**config.mk**
```make
export PLATFORM = sky130hd
export DESIGN_NAME = pulse_train_timer
export DESIGN_NICKNAME = d
export VERILOG_FILES = /design/src/rtl/pt_pkg.sv /design/src/rtl/pt_timebase.sv /design/src/rtl/pt_compare.sv /design/src/rtl/pt_pin.sv /design/src/rtl/pt_flags.sv /design/src/rtl/pulse_train_timer.sv
export SDC_FILE = /design/constraint.sdc
export NUM_CORES = 1
export LEC_CHECK = 0
export BUFFER_PORTS_ARGS = -buffer_cell sky130_fd_sc_hd__buf_4
export CAP_MARGIN = 20
export CORE_MARGIN = 2
export CORE_UTILIZATION = 44
export CTS_CLUSTER_DIAMETER = 60
export DETAILED_ROUTE_END_ITERATION = 10
export GPL_ROUTABILITY_DRIVEN = 0
export PLACE_DENSITY = 0.61
export SYNTH_ARGS = -nofsm -noshare
export SYNTH_HDL_FRONTEND = slang
export SYNTH_SLANG_ARGS = --single-unit
```
**constraint.sdc**
```tcl
create_clock -name clk -period 6.31 [get_ports clk]
set_input_delay 0.631 -clock clk [delete_from_list [all_inputs] [get_ports clk]]
set_output_delay 0.631 -clock clk [all_outputs]
set_load 0.02 [all_outputs]
```
**src/rtl/pt_pkg.sv**
```systemverilog
package pt_pkg;
  typedef enum logic [1:0] {
    ACT_NONE = 2'b00,
    ACT_TOG  = 2'b01,
    ACT_CLR  = 2'b10,
    ACT_SET  = 2'b11
  } act_e;

  localparam logic [2:0] REG_CTRL  = 3'd0;
  localparam logic [2:0] REG_CMP_M = 3'd1;
  localparam logic [2:0] REG_CMP_S = 3'd2;
  localparam logic [2:0] REG_FORCE = 3'd3;
  localparam logic [2:0] REG_ACT   = 3'd4;
  localparam logic [2:0] REG_IEN   = 3'd5;
  localparam logic [2:0] REG_CLR   = 3'd6;

  localparam int NUM_CH = 2;
  localparam int CH_M   = 0;
  localparam int CH_S   = 1;
endpackage

```
**src/rtl/pt_timebase.sv**
```systemverilog
module pt_timebase #(
  parameter int CNT_W = 16,
  parameter int PSC_W = 3
) (
  input  logic             clk,
  input  logic             rst_n,
  input  logic             run,
  input  logic [PSC_W-1:0] code,
  output logic             tick,
  output logic [CNT_W-1:0] cnt_q,
  output logic [CNT_W-1:0] cnt_inc
);
  localparam int DIV_W = (1 << PSC_W) - 1;

  logic [DIV_W-1:0] pre_q, pre_d, msk;
  logic [CNT_W-1:0] cnt_d;

  always_comb begin
    msk     = (DIV_W'(1) << code) - DIV_W'(1);
    tick    = run && ((pre_q & msk) == msk);
    pre_d   = run ? pre_q + DIV_W'(1) : pre_q;
    cnt_inc = cnt_q + CNT_W'(1);
    cnt_d   = tick ? cnt_inc : cnt_q;
  end

  always_ff @(posedge clk or negedge rst_n) begin
    if (!rst_n) begin
      pre_q <= '0;
      cnt_q <= '0;
    end else begin
      pre_q <= pre_d;
      cnt_q <= cnt_d;
    end
  end

  a_r1_hold_when_stopped: assert property (@(posedge clk) disable iff (!rst_n)
    !run |=> $stable(cnt_q));
  a_r2_single_step: assert property (@(posedge clk) disable iff (!rst_n)
    1'b1 |=> (cnt_q == $past(cnt_q) || cnt_q == $past(cnt_q) + CNT_W'(1)));
endmodule

```
**src/rtl/pt_compare.sv**
```systemverilog
module pt_compare #(
  parameter int CNT_W = 16
) (
  input  logic             clk,
  input  logic             rst_n,
  input  logic             tick,
  input  logic [CNT_W-1:0] cnt_inc,
  input  logic [CNT_W-1:0] cmp,
  input  logic [CNT_W-1:0] cnt_q,
  output logic             hit
);
  assign hit = tick && (cnt_inc == cmp);

  // after a hit the counter holds the value that was compared
  a_r3_hit_lands: assert property (@(posedge clk) disable iff (!rst_n)
    hit |=> (cnt_q == $past(cmp)));
endmodule

```
**src/rtl/pt_pin.sv**
```systemverilog
module pt_pin (
  input  logic          clk,
  input  logic          rst_n,
  input  logic          hit_m,
  input  logic          hit_s,
  input  pt_pkg::act_e  act,
  input  logic          frc_mask,
  input  logic          frc_level,
  output logic          pin_q
);
  import pt_pkg::*;
  logic pin_d;

  always_comb begin
    pin_d = pin_q;
    if (hit_s) begin
      case (act)
        ACT_TOG: pin_d = ~pin_q;
        ACT_CLR: pin_d = 1'b0;
        ACT_SET: pin_d = 1'b1;
        default: pin_d = pin_q;
      endcase
    end
    if (hit_m && frc_mask) pin_d = frc_level;
  end

  always_ff @(posedge clk or negedge rst_n) begin
    if (!rst_n) pin_q <= 1'b0;
    else        pin_q <= pin_d;
  end

  a_r4_quiet_without_hit: assert property (@(posedge clk) disable iff (!rst_n)
    (!hit_m && !hit_s) |=> $stable(pin_q));
  a_r6_force_wins: assert property (@(posedge clk) disable iff (!rst_n)
    (hit_m && frc_mask) |=> (pin_q == $past(frc_level)));
endmodule

```
**src/rtl/pt_flags.sv**
```systemverilog
module pt_flags #(
  parameter int NCH = 2
) (
  input  logic           clk,
  input  logic           rst_n,
  input  logic [NCH-1:0] set,
  input  logic [NCH-1:0] clr,
  input  logic [NCH-1:0] ien,
  output logic [NCH-1:0] flag_q,
  output logic           irq
);
  logic [NCH-1:0] flag_d;

  always_comb flag_d = (flag_q & ~clr) | set;

  always_ff @(posedge clk or negedge rst_n) begin
    if (!rst_n) flag_q <= '0;
    else        flag_q <= flag_d;
  end

  assign irq = |(flag_q & ien);

  a_r3_set_takes: assert property (@(posedge clk) disable iff (!rst_n)
    (set != '0) |=> ((flag_q & $past(set)) == $past(set)));
  a_r7_sticky: assert property (@(posedge clk) disable iff (!rst_n)
    1'b1 |=> ((($past(flag_q) & ~$past(clr)) & ~flag_q) == '0));
endmodule

```
**src/rtl/pulse_train_timer.sv**
```systemverilog
module pulse_train_timer #(
  parameter int CNT_W = 16,
  parameter int PSC_W = 3
) (
  input  logic             clk,
  input  logic             rst_n,
  input  logic             wr_en,
  input  logic [2:0]       wr_addr,
  input  logic [CNT_W-1:0] wr_data,
  output logic [CNT_W-1:0] count_o,
  output logic             pin_o,
  output logic [1:0]       flag_o,
  output logic             irq_o
);
  import pt_pkg::*;

  logic [1:0] rs_q;
  logic       rst_s;

  always_ff @(posedge clk or negedge rst_n) begin
    if (!rst_n) rs_q <= 2'b00;
    else        rs_q <= {rs_q[0], 1'b1};
  end
  assign rst_s = rs_q[1];

  logic             run_q, run_d;
  logic [PSC_W-1:0] psc_q, psc_d;
  logic [CNT_W-1:0] cmp_q [NUM_CH];
  logic [CNT_W-1:0] cmp_d [NUM_CH];
  logic [1:0]       frc_q, frc_d, act_q, act_d, ien_q, ien_d, clr_w1;

  always_comb begin
    run_d  = run_q;
    psc_d  = psc_q;
    cmp_d  = cmp_q;
    frc_d  = frc_q;
    act_d  = act_q;
    ien_d  = ien_q;
    clr_w1 = 2'b00;
    if (wr_en) begin
      case (wr_addr)
        REG_CTRL:  begin run_d = wr_data[0]; psc_d = wr_data[PSC_W:1]; end
        REG_CMP_M: cmp_d[CH_M] = wr_data;
        REG_CMP_S: cmp_d[CH_S] = wr_data;
        REG_FORCE: frc_d = wr_data[1:0];
        REG_ACT:   act_d = wr_data[1:0];
        REG_IEN:   ien_d = wr_data[1:0];
        REG_CLR:   clr_w1 = wr_data[1:0];
        default:   ;
      endcase
    end
  end

  always_ff @(posedge clk or negedge rst_s) begin
    if (!rst_s) begin
      run_q <= 1'b0;
      psc_q <= '0;
      cmp_q <= '{default: '0};
      frc_q <= 2'b00;
      act_q <= 2'b00;
      ien_q <= 2'b00;
    end else begin
      run_q <= run_d;
      psc_q <= psc_d;
      cmp_q <= cmp_d;
      frc_q <= frc_d;
      act_q <= act_d;
      ien_q <= ien_d;
    end
  end

  logic             tick;
  logic [CNT_W-1:0] cnt_inc;
  logic [NUM_CH-1:0] hit;

  pt_timebase #(.CNT_W(CNT_W), .PSC_W(PSC_W)) u_tb (
    .clk(clk), .rst_n(rst_s), .run(run_q), .code(psc_q),
    .tick(tick), .cnt_q(count_o), .cnt_inc(cnt_inc)
  );

  for (genvar ch = 0; ch < NUM_CH; ch++) begin : g_ch
    pt_compare #(.CNT_W(CNT_W)) u_cmp (
      .clk(clk), .rst_n(rst_s), .tick(tick), .cnt_inc(cnt_inc),
      .cmp(cmp_q[ch]), .cnt_q(count_o), .hit(hit[ch])
    );
  end

  pt_pin u_pin (
    .clk(clk), .rst_n(rst_s), .hit_m(hit[CH_M]), .hit_s(hit[CH_S]),
    .act(act_e'(act_q)), .frc_mask(frc_q[0]), .frc_level(frc_q[1]),
    .pin_q(pin_o)
  );

  pt_flags #(.NCH(NUM_CH)) u_flg (
    .clk(clk), .rst_n(rst_s), .set(hit), .clr(clr_w1), .ien(ien_q),
    .flag_q(flag_o), .irq(irq_o)
  );

  a_r8_irq_needs_flag: assert property (@(posedge clk) disable iff (!rst_s)
    (flag_o == 2'b00) |-> !irq_o);
endmodule

```
### Word-level counts from Yosys, hierarchy flattened

Cells that the tools add are included.

* word-level logic and storage cells: 54
* output and inout port bits: 20
* input port bits: 22
* register bits: 70

* bitwise logic cells: 6
* multiplexer cells: 5
* reduce and logical (&&, ||, !) cells: 15
* equality and inequality tests: 12
* shifts and indexed selects: 1
* $add $sub $neg: 3

Operators with widths (count)
* == test 16 bit: 2
* adder 16 x 1 -> 16 bit, second input constant: 1
* AND reduction 2 bit: 7
* == test 3 bit, second input constant: 3
* adder 7 x 1 -> 7 bit, second input constant: 1
* AND 7 bit: 1
* == test 7 bit: 1
* left shift 1 x 3 -> 7 bit, first input constant: 1
* subtractor 7 x 2 -> 7 bit, second input constant: 1
* == test 3 x 2 -> 1 bit, second input constant: 2
* AND 2 bit: 2
* == test 2 bit, second input constant: 2
* logical AND 1 bit: 4
* two-way mux 2 bit: 2
* nonzero test 4 bit: 1
* == test 3 x 1 -> 1 bit, second input constant: 1
* logical NOT 3 bit: 1
* one-hot mux 1 bit (3 select lines): 1
* == test 2 x 1 -> 1 bit, second input constant: 1
* two-way mux 1 bit: 2
* NOT 2 bit: 1
* OR 2 bit: 1
* nonzero test 2 bit: 1
* OR reduction 2 bit: 1
* NOT 1 bit: 1

### Logic depth before layout (Yosys ltp)

* word-level depth: 9
* gate-level depth with buffers: 10
* depth with buffers taken out: 9

### Modules after synthesis

From an unflattened synthesis, not the netlist that was laid out.

* cells, all modules: 285
* area total of the unflattened synthesis: 3537.1 um2

By module, submodules not included
* pulse_train_timer: times used 1, area an instance 1785.5 um2, seq. area each 1101.1 um2, cells each 100
* pt_timebase: times used 1, area an instance 1243.7 um2, seq. area each 575.6 um2, cells each 126
* pt_compare: times used 2, area an instance 181.4 um2, seq. area each 0.0 um2, cells each 22
* pt_flags: times used 1, area an instance 82.6 um2, seq. area each 50.0 um2, cells each 7
* pt_pin: times used 1, area an instance 62.6 um2, seq. area each 25.0 um2, cells each 8

### Worst setup path before layout

OpenSTA, ideal clock, no wires.

* kind: register to register
* start point: reg u_tb.cnt_q[0]
* end point: reg u_pin.pin_q
* buffers on the path: 0
* data required time: 6.245 ns
* setup time: 0.065 ns
* cell stages (with the launch flop): 10
* arrival: 2.927 ns
* clock period less this slack: 2.992 ns
* path slack: 3.318 ns
* path through: dfrtp_1 > ha_1 > nand4_1 > nor4_1 > xnor3_1 > nand2_1 > or4_1 > or4b_1 > nand3_1 > mux2_1

* longest elaborated chain between the ends: 6
* elaborated cells between the ends (all ways): 10
* those cells by class: add/sub (1); eq/ne (2); mux (1); reduce/logical (6)

RTL lines
* start: declaration: line pt_timebase.sv:10 `output logic [CNT_W-1:0] cnt_q,`
* start signal: assignment: line pt_timebase.sv:32 `cnt_q <= cnt_d;`
* adder 16 x 1 -> 16 bit *: line pt_timebase.sv:22 `cnt_inc = cnt_q + CNT_W'(1);`
* == test 16 bit: line pt_compare.sv:12 `assign hit = tick && (cnt_inc == cmp);`
* logical AND 1 bit: line pt_compare.sv:12
* logical AND 1 bit: line pt_pin.sv:24 `if (hit_m && frc_mask) pin_d = frc_level;`
* nonzero test 4 bit (no source line) / nonzero test 2 bit (equally long branches)
* AND reduction 2 bit (no source line)
* end signal: assignment: line pt_pin.sv:29 `else pin_q <= pin_d;`
* end: declaration: line pt_pin.sv:9 `output logic pin_q`

Mark *: on every way between the ends. The rest lies on a longest branch, timed or not.
A chain may end at the register's enable or synchronous reset.

### Final worst setup path

Ends and elaborated chain as after synthesis.

==> results.md <==
* Area occupied by multi-input gates at 1910 sq um
* All-layer global routing usage at 0.174
* Fillers at 748
* Synth Area per Inst at 11.1 sq um
* CTS tree: yes
* Clock Latency Late Sink at 350 ps
* First-pass GRT wire length at 13,100 um
* IO Port Bufs at 41
* Post-Syn Instances at 342
* DRC at 0
* Initial Util at 0.456
* Ports at 42
* Htree depth at 3
* Fin crit period at 3290 ps
* Root buf cell: clkbuf_8
* Required @ worst endpoint at 6540 ps
* Area leader, netlist: dfrtp_1
* Static Leak at 1.86 nW
* Antenna Cells at 0
* Fin. max-slew vios at 0
* Grt total ovfl at 0
* Power density over cell area at 321 nW/um^2
* Pre-antenna DRT Iters at 4
* DRT iter0 DRCs at 138
* Largest net degree at the start of global routing at 69
* Row Count at 33
* Number of instances resized during post-cts repair at 0
* Storage element area at 1750 sq um
* Reg2Reg Launch Point: u_tb.cnt_q[0]
* CTS sink count at 70
* Max Cap Viol at 0
* TritonCTS Buffers at 9
* Final Hold Vio Count at 0
* Asr flop ratio synth at 1.00
* Most used DFF post-synth: dfrtp_1
* ANT nets after route at 0
* # setup viols final at 0
* Via count at 2,621
* Final Power at 1.40 mW
* Crit Path Max Fanout at 6
* WL final at 7670 um
* Peak VDD IR at 0.149 mV
* Worst min-delay path category: primary input to async pin
* Critical path class: flop to flop
* Status: complete, no violations
* Area growth syn-to-layout at 15.2%
* Clk_skew at 8.64 ps
* Hold Buf Count CTS at 0
* Post-synth cell types at 53
* Syn_nets at 366
* Initial antenna violation count at 0
* Sequential-to-total area share from yosys stat at 0.463
* Setup repair after global routing missed its margin: no
* Worst-path clk slew at 80 ps
* Largest cells by area after synthesis: dfrtp_1 46%, mux2_2 12%, xnor2_1 9.5%
* Die area at 9360 sq um
* R2R setup slack at 3020 ps
* Total core area at 8300 sq um
* Post-DP HPWL at 5610 um
* Worst r2r dst: u_pin.pin_q
* Fmax at 304 MHz
* R2r worst-path depth at 9
* Final layout net count at 403
* Die Wd at 96.8 um
* Relative slew slack at 0.436
* Crit end category: flop
* Yosys warnings at 0
* Die height at 96.8 um
* Number of global-route vias before repair at 2,526
* Post-synth EDFFs at 0
* Via density at 5.36
* Tcrit/Tclk final at 0.522
* Postcts setup bufs at 0
* CTS Buffer Depth at 2
* Wire per inst at 15.7 um
* Post-synth top area share at 0.463
* Startpoint types: flop
* Pin slew with the least headroom to its limit at 845 ps
* Crit path arrival time at 3530 ps
* Most frequent cell after synthesis: dfrtp_1
* Post-synth top cells: 70 x dfrtp_1, 41 x xnor2_1, 40 x mux2_2
* Post-Syn Area at 3790 sq um
* Share of layout cells above drive strength 1 at 0.289
* Setup TNS at 0 ps
* Flops & latches, synth at 70
[layer usage]
layer / track usage / share of wire / vias to the layer above
met4: 0.0802 / 0.022 / 0
met2: 0.247 / 0.45 / 43
met1: 0.258 / 0.49 / 1312
met5: 0 / 0 / -
li1: - / - / 1253
met3: 0.0296 / 0.039 / 13
[placed cells by master (no fill, tap or decap), types with 5 or more instances in the layout]
cell,instances
inv_1,8
o21ai_0,8
mux2_2,40
nand3_1,13
nand4_1,9
clkbuf_8,9
nor2_1,14
xor2_1,19
nor4_1,5
nor2b_1,5
xnor2_1,41
nand2_1,34
buf_4,44
dfrtp_1,69
[kinds of logic after synthesis]
logic type | count (synthesis) | share of synthesized area
other | 1 | 0.000990
buffers and inverters | 26 | 0.0334
AO/OA/AOI/OAI | 29 | 0.0545
adder cells (fa/ha/maj) | 3 | 0.00925
XOR/XNOR | 63 | 0.157
flip-flops | 70 | 0.463
multiplexers | 42 | 0.125
AND/OR/NAND/NOR | 108 | 0.158
[worst max-delay path, cell delays in order (launching register included)]
cell,delay (ps)
dfrtp_1,510
ha_1,320
nand4_1,230
nor4_1,640
xor2_1,230
xnor2_1,140
nand3_1,100
nor4_1,560
nand2_1,130
mux2_1,330
[worst max path at each step]
| stage | from | endpoint | slack [ps] | depth (start not counted) |
|---|---|---|---|---|
| final | u_tb.cnt_q[0] | u_pin.pin_q | 3020 | 9 |
| after global routing | u_tb.cnt_q[0] | u_pin.pin_q | 2740 | 9 |
| after CTS | u_tb.cnt_q[0] | u_pin.pin_q | 3030 | 9 |
| after detailed placement | u_tb.cnt_q[0] | u_pin.pin_q | 3060 | 9 |
| after global placement | u_tb.cnt_q[0] | u_pin.pin_q | 3170 | 9 |
| after floorplan | u_tb.cnt_q[0] | u_pin.pin_q | 3320 | 9 |
[power by group]
part / switching [mW] / internal, mW
Clock: 0.183 / 0.187
Combinational: 0.183 / 0.202
Sequential: 0.104 / 0.543
Total: 0.470 / 0.932
[per-stage QoR]
| step | setup slack [ps] | cell area (sq um) | utilization | cells | hold slack [ps] |
|---|---|---|---|---|---|
| after floorplan | 3320 | 3790 | - | 342 | 331 |
| after global placement | 3170 | 4160 | 0.501 | 473 | 341 |
| after detailed placement | 3060 | 4160 | 0.501 | 473 | 341 |
| after CTS | 3030 | 4360 | 0.526 | 489 | 33.0 |
| after global routing | 2740 | 4360 | 0.526 | 489 | 38.3 |
| final | 3020 | 4360 | 0.526 | 489 | 44.9 |
[layout make-up]
| cell class | count | area share |
|---|---|---|
| Sequential cell | 70 | 0.402 |
| Tap cell | 105 | 0.0301 |
| Timing Repair Buffer | 44 | 0.0757 |
| Multi-Input combinational cell | 246 | 0.438 |
| Clock inverter | 7 | 0.0186 |
| Clock buffer | 9 | 0.0284 |
| Inverter | 8 | 0.00688 |
[sequential cells by signal, indices dropped and copies added, names as in the netlist]
signal / flops
u_flg.flag_q: 2
psc_q: 3
rs_q: 2
act_q: 2
u_pin.pin_q: 1
run_q: 1
frc_q: 2
cmp_q: 32
ien_q: 2
u_tb.pre_q: 7
u_tb.cnt_q: 16
(Power assumes the default switching activity.)
